--- src/rtl/iadd_pkg.sv ---
package iadd_pkg;
  typedef enum logic [2:0] {
    OP_ADD   = 3'd0,
    OP_ADDU  = 3'd1,
    OP_SUB   = 3'd2,
    OP_SUBU  = 3'd3,
    OP_ADDI  = 3'd4,
    OP_ADDIU = 3'd5,
    OP_RSV6  = 3'd6,
    OP_RSV7  = 3'd7
  } iadd_op_e;

  function automatic logic op_traps(iadd_op_e op);
    return (op == OP_ADD) || (op == OP_SUB) || (op == OP_ADDI);
  endfunction
endpackage

--- src/rtl/iadd_operand_prep.sv ---
module iadd_operand_prep
  import iadd_pkg::*;
#(
  parameter int DATA_W = 32,
  parameter int IMM_W  = 16,
  parameter int IDX_W  = 5
) (
  input  iadd_op_e          op,
  input  logic [DATA_W-1:0] rt_val,
  input  logic [IMM_W-1:0]  imm,
  input  logic [IDX_W-1:0]  rd_idx,
  input  logic [IDX_W-1:0]  rt_idx,
  output logic [DATA_W-1:0] opnd_b,
  output logic              carry_in,
  output logic [IDX_W-1:0]  dest,
  output logic              trap_en
);
  localparam int EXT_W = DATA_W - IMM_W;

  logic [DATA_W-1:0] imm_ext;
  assign imm_ext = {{EXT_W{imm[IMM_W-1]}}, imm};

  always_comb begin
    opnd_b   = rt_val;
    carry_in = 1'b0;
    dest     = rd_idx;
    unique case (op)
      OP_SUB, OP_SUBU: begin
        opnd_b   = ~rt_val;
        carry_in = 1'b1;
      end
      OP_ADDI, OP_ADDIU: begin
        opnd_b = imm_ext;
        dest   = rt_idx;
      end
      default: ;
    endcase
  end

  assign trap_en = op_traps(op);
endmodule

--- src/rtl/iadd_sum_core.sv ---
module iadd_sum_core #(
  parameter int DATA_W = 32
) (
  input  logic [DATA_W-1:0] opnd_a,
  input  logic [DATA_W-1:0] opnd_b,
  input  logic              carry_in,
  input  logic              trap_en,
  output logic [DATA_W-1:0] sum,
  output logic              ovf
);
  localparam int MSB = DATA_W - 1;

  logic same_sign;
  assign sum       = opnd_a + opnd_b + {{(DATA_W-1){1'b0}}, carry_in};
  assign same_sign = (opnd_a[MSB] == opnd_b[MSB]);
  assign ovf       = trap_en && same_sign && (sum[MSB] != opnd_a[MSB]);

  localparam logic signed [DATA_W:0] MAX_POS = {2'b00, {(DATA_W-1){1'b1}}};
  localparam logic signed [DATA_W:0] MIN_NEG = {2'b11, {(DATA_W-1){1'b0}}};
  logic signed [DATA_W:0] wide_ref;
  logic                   range_out;
  assign wide_ref  = $signed({opnd_a[MSB], opnd_a}) + $signed({opnd_b[MSB], opnd_b})
                   + $signed({{DATA_W{1'b0}}, carry_in});
  assign range_out = (wide_ref > MAX_POS) || (wide_ref < MIN_NEG);

  always_comb begin
    assert_range_match_R4: assert (!trap_en || (ovf == range_out));
    assert_no_overflow_R5: assert (trap_en || !ovf);
  end
endmodule

--- src/rtl/iadd_out_stage.sv ---
module iadd_out_stage #(
  parameter int DATA_W = 32,
  parameter int IDX_W  = 5
) (
  input  logic              clk,
  input  logic              rst_n,
  input  logic              acc_valid,
  output logic              acc_ready,
  input  logic [DATA_W-1:0] d_result,
  input  logic [IDX_W-1:0]  d_dest,
  input  logic              d_wr_en,
  input  logic              d_ovf,
  output logic              q_valid,
  input  logic              q_ready,
  output logic [DATA_W-1:0] q_result,
  output logic [IDX_W-1:0]  q_dest,
  output logic              q_wr_en,
  output logic              q_ovf
);
  logic take;
  assign acc_ready = !q_valid || q_ready;
  assign take      = acc_valid && acc_ready;

  always_ff @(posedge clk) begin
    if (!rst_n) begin
      q_valid <= 1'b0;
    end else if (acc_ready) begin
      q_valid <= acc_valid;
    end
  end

  always_ff @(posedge clk) begin
    if (take) begin
      q_result <= d_result;
      q_dest   <= d_dest;
      q_wr_en  <= d_wr_en;
      q_ovf    <= d_ovf;
    end
  end

  assert_accept_R7: assert property (@(posedge clk) disable iff (!rst_n)
    (acc_valid && acc_ready) |=> q_valid);
  assert_hold_R7: assert property (@(posedge clk) disable iff (!rst_n)
    (q_valid && !q_ready) |=> (q_valid && $stable(q_result) && $stable(q_dest)
                               && $stable(q_wr_en) && $stable(q_ovf)));
endmodule

--- src/rtl/iadd_trap_unit.sv ---
module iadd_trap_unit
  import iadd_pkg::*;
#(
  parameter int DATA_W = 32,
  parameter int IMM_W  = 16,
  parameter int IDX_W  = 5
) (
  input  logic              clk,
  input  logic              rst_n,
  input  logic              in_valid,
  output logic              in_ready,
  input  logic [2:0]        in_op,
  input  logic [DATA_W-1:0] in_rs,
  input  logic [DATA_W-1:0] in_rt,
  input  logic [IMM_W-1:0]  in_imm,
  input  logic [IDX_W-1:0]  in_rd_idx,
  input  logic [IDX_W-1:0]  in_rt_idx,
  output logic              out_valid,
  input  logic              out_ready,
  output logic [DATA_W-1:0] out_result,
  output logic [IDX_W-1:0]  out_dest,
  output logic              out_wr_en,
  output logic              out_ovf
);
  iadd_op_e          op;
  logic [DATA_W-1:0] opnd_b, sum;
  logic              carry_in, trap_en, ovf;
  logic [IDX_W-1:0]  dest;

  assign op = iadd_op_e'(in_op);

  iadd_operand_prep #(.DATA_W(DATA_W), .IMM_W(IMM_W), .IDX_W(IDX_W)) u_prep (
    .op(op), .rt_val(in_rt), .imm(in_imm), .rd_idx(in_rd_idx), .rt_idx(in_rt_idx),
    .opnd_b(opnd_b), .carry_in(carry_in), .dest(dest), .trap_en(trap_en)
  );

  iadd_sum_core #(.DATA_W(DATA_W)) u_core (
    .opnd_a(in_rs), .opnd_b(opnd_b), .carry_in(carry_in), .trap_en(trap_en),
    .sum(sum), .ovf(ovf)
  );

  iadd_out_stage #(.DATA_W(DATA_W), .IDX_W(IDX_W)) u_out (
    .clk(clk), .rst_n(rst_n),
    .acc_valid(in_valid), .acc_ready(in_ready),
    .d_result(sum), .d_dest(dest), .d_wr_en(!ovf), .d_ovf(ovf),
    .q_valid(out_valid), .q_ready(out_ready),
    .q_result(out_result), .q_dest(out_dest), .q_wr_en(out_wr_en), .q_ovf(out_ovf)
  );

  assert_write_cancel_R4: assert property (@(posedge clk) disable iff (!rst_n)
    (out_valid && out_ovf) |-> !out_wr_en);
  assert_ready_rule_R7: assert property (@(posedge clk) disable iff (!rst_n)
    (out_valid && !out_ready) |-> !in_ready);
endmodule

--- config.mk ---
export PLATFORM = sky130hd
export DESIGN_NAME = iadd_trap_unit
export DESIGN_NICKNAME = d
export VERILOG_FILES = /design/src/rtl/iadd_pkg.sv /design/src/rtl/iadd_operand_prep.sv /design/src/rtl/iadd_sum_core.sv /design/src/rtl/iadd_out_stage.sv /design/src/rtl/iadd_trap_unit.sv
export SDC_FILE = /design/constraint.sdc
export NUM_CORES = 1
export LEC_CHECK = 0
export ABC_AREA = 1
export BUFFER_PORTS_ARGS = -buffer_cell sky130_fd_sc_hd__buf_2
export CORE_MARGIN = 10
export CORE_UTILIZATION = 25
export DETAILED_ROUTE_END_ITERATION = 12
export PLACE_DENSITY = 0.54
export SYNTH_ARGS = -nofsm -noshare
export SYNTH_HDL_FRONTEND = slang
export SYNTH_SLANG_ARGS = --single-unit
--- constraint.sdc ---
create_clock -name clk -period 3.2 [get_ports clk]
set_input_delay 0 -clock clk [delete_from_list [all_inputs] [get_ports clk]]
set_output_delay 0 -clock clk [all_outputs]
set_load 0.05 [all_outputs]
==> results_dict.tcl <==
set metrics [dict create \
    vias 4020 \
    final_cell_count_no_fill 857 \
    gp_congestion 0.961 \
    relSlewSlack_pct 64.2 \
    overflow 0 \
    track_usage_pct 13.0 \
    nets 797 \
    hold_depth 3 \
    synthToLayoutAreaGrowth_pct 30.6 \
    wl_mm 13.7 \
    synth-edff-count 39 \
    synthesis.nets 647 \
    route.detailed.drc 0 \
    synth_warnings 0 \
    grt_setup_unrepaired "no" \
    ys_top_cells_by_area "edfxtp_1 31%, nand2_1 14%, ha_1 10%" \
    worst_pin_slew_ns 0.537 \
    grt_pass1_wl_mm 21.2 \
    yosysTopAreaCell "edfxtp_1" \
    max_freq_mhz 377 \
    fp.dieH_um 143 \
    critPathRequiredTime_ns 3.24 \
    syn_inst 518 \
    drv_slew 0 \
    sequentialPowerShare_pct 30.3 \
    clkSinkCount 40 \
    post_cts_buffers 0 \
    run_status "complete, no violations" \
    htree_levels 2 \
    timing.rr.start "u_out.q_valid" \
    worstHoldPathType "input pin to flop" \
    drive_gt1_share_pct 25.3 \
    rows 45 \
    cp.arrival_ns 2.69 \
    yosys.area.top_type_share_pct 30.7 \
    fp.dieW_um 143 \
    comb_power_share_pct 48.5 \
    cts_tree "built" \
    grt_busiest_layer "met2" \
    die_area_um2 20600 \
    post-route-period-util_pct 82.8 \
    ys_seq_area_share_pct 31.3 \
    n_antenna_cell 0 \
    dr.pass1.iters 4 \
    p_clk_share_pct 21.3 \
    post_cts_resized 0 \
    holdPathEnd "u_out.q_dest[0]" \
    dp_slack_ns 0.243 \
    start_util_pct 25.2 \
    netlist_area_um2 3810 \
    grtUsageMet3_pct 3.40 \
    finalHoldViolCount 0 \
    post_dp_cell_area_um2 4740 \
    syn_area_per_cell_um2 7.35 \
    grt_use_met1_pct 15.8 \
    power_density_nw_per_um2 477 \
    synth-seq-cells 40 \
    drtAntennaViolNets 0 \
    start_kind "input pin" \
    use_met2_pct 22.8 \
    min_period_ns 2.65 \
    clk_pin_slew_ns 0.06 \
    synth_ff_type "edfxtp_1" \
    cap_violations 0 \
    setup_viol 0 \
    core_area_um2 15100 \
    hold_start "in_rt_idx[0]" \
    worst_r2r_path_depth 2 \
    swShare_pct 43.8 \
    synth-async-reset-ratio_pct 0 \
    port_buffers 137 \
    cts-root-buf "clkbuf_16" \
    hpwl_mm 11.3 \
    io-pin-count 138 \
    n_fill_cell 1651 \
    critPathMaxFanout 18 \
    drt-initial-drc-count 210 \
    grt_max_degree 40 \
    rrSetupSlack_ns 1.88 \
    ctsHoldBuffers 9 \
    viasPerCell 4.69 \
    antenna_found_initial 0 \
    p_int_w 0.00133 \
    detail_route.wl_per_cell_um 16.0 \
    stdcell_area_um2 4970 \
    clock_skew_ns 0.00666 \
    grt_pass1_vias 4184 \
    totalNegativeSetupSlack_ns 0 \
    whs_ns 0.00472 \
    placed_cells 840 \
    vdd_drop_max_v 0.000182 \
    end_kind "flop" \
    synth.distinct_cells 39 \
    clock_path_buffers 2 \
    criticalPathCategory "input pin to flop" \
    fin_ws_ns 0.549 \
    r2r-end "u_out.q_result[27]" \
    clock_latency_ns 0.29 \
    p_switching_w 0.00104 \
    cts_made_buffers 5 \
    leakagePower_nw 2.40 \
]
==> flip-flops by register name, indices dropped and copies added, names as in the netlist <==
name and count:
u_out.q_ovf 1, u_out.q_valid 1, u_out.q_wr_en 1, u_out.q_dest 5
u_out.q_result 32
==> metal layers <==
| metal | wire (µm) | up-vias |
|---|---|---|
| met5 | 0 | - |
| met4 | 114 | 0 |
| met3 | 888 | 9 |
| met2 | 6690 | 104 |
| met1 | 6050 | 1818 |
| li1 | - | 2089 |
==> worst max-delay path by stage <==
stage / endpoint / cells after the start / startpoint / slack (ns)
final: u_out.q_result[30] / 22 / in_op[1] / 0.55
after global routing: u_out.q_result[18] / 22 / in_op[1] / 0.21
after CTS: u_out.q_result[30] / 22 / in_op[1] / 0.54
after detailed placement: u_out.q_result[18] / 22 / in_op[1] / 0.24
after global placement: u_out.q_wr_en / 16 / in_op[1] / 0.30
after floorplan: u_out.q_dest[0] / 1 / u_out.q_valid / 0.26
==> synthesized netlist by cell type (2+ instances only) <==
master	count
a21boi_0	3
a21o_1	8
a21oi_1	35
a31oi_1	14
clkbuf_1	6
edfxtp_1	39
ha_1	31
inv_1	49
inv_2	2
inv_4	2
nand2_1	145
nand2_2	5
nand3_1	25
nand4_1	5
nor2_1	53
nor3_1	5
o211ai_1	16
o21ai_0	16
o21bai_1	5
o22ai_1	15
xor2_1	21
==> critical path, stage by stage <==
cell and delay, ns:
buf_2 0.36, nor2_8 0.09, inv_2 0.16, nand2_4 0.07, inv_4 0.05, a21oi_1 0.06
ha_1 0.31, nand3_2 0.09, nand2_2 0.08, fa_1 0.40, nand3_1 0.10, nand2_1 0.14
nand2_1 0.09, nand2_1 0.09, nand2_1 0.08, nand2_1 0.10, nand2_1 0.08, nand2_1 0.09
nand2_1 0.10, nand2_1 0.05, nand2_1 0.05, nand2_1 0.05
==> placed cells by master (no fill, tap or decap), drive strengths merged, types with 6 or more instances in the layout <==
cell and n:
xor2 22, buf 144, o22ai 15, nand2 151
a21oi 35, a21o 9, a31oi 14, dlygate4sd3 9
ha 31, nand3 26, edfxtp 39, clkbuf 6
inv 53, o211ai 16, nor2 56, o21ai 17
==> cells by family after synthesis <==
group           synth area share (%)
simple gates                    27.0
compound gates                  18.6
buf+inv                         6.67
flops                           31.3
fa+ha+maj                       10.7
xor+xnor                        5.78
==> area by class of cell <==
| class | instances | area [µm²] | area share [%] |
|---|---|---|---|
| Timing Repair Buffer | 153 | 828 | 16.6 |
| Inverter | 53 | 204 | 4.10 |
| Tap cell | 188 | 235 | 4.73 |
| Clock inverter | 2 | 12.5 | 0.252 |
| Clock buffer | 6 | 129 | 2.59 |
| Multi-Input combinational cell | 415 | 2370 | 47.7 |
| Sequential cell | 40 | 1190 | 23.9 |
==> power by group through the flow <==
stage | logic (W) | clock network [W] | registers, W
2_1_floorplan | 0.000539 | 0 | 0.00100
3_3_place_gp | 0.00114 | 0 | 0.000733
3_5_place_dp | 0.00114 | 0 | 0.000729
4_1_cts | 0.00115 | 0.000520 | 0.000721
5_1_grt | 0.00126 | 0.000537 | 0.000728
6_report | 0.00115 | 0.000505 | 0.000718
==> stage by stage <==
| step | total power [W] | utilization (%) |
|---|---|---|
| 2_1_floorplan | 0.00154 | - |
| 3_3_place_gp | 0.00187 | 31.4 |
| 3_5_place_dp | 0.00187 | 31.4 |
| 4_1_cts | 0.00240 | 33.0 |
| 5_1_grt | 0.00253 | 33.0 |
| 6_report | 0.00237 | 33.0 |
(Power assumes the default switching activity.)
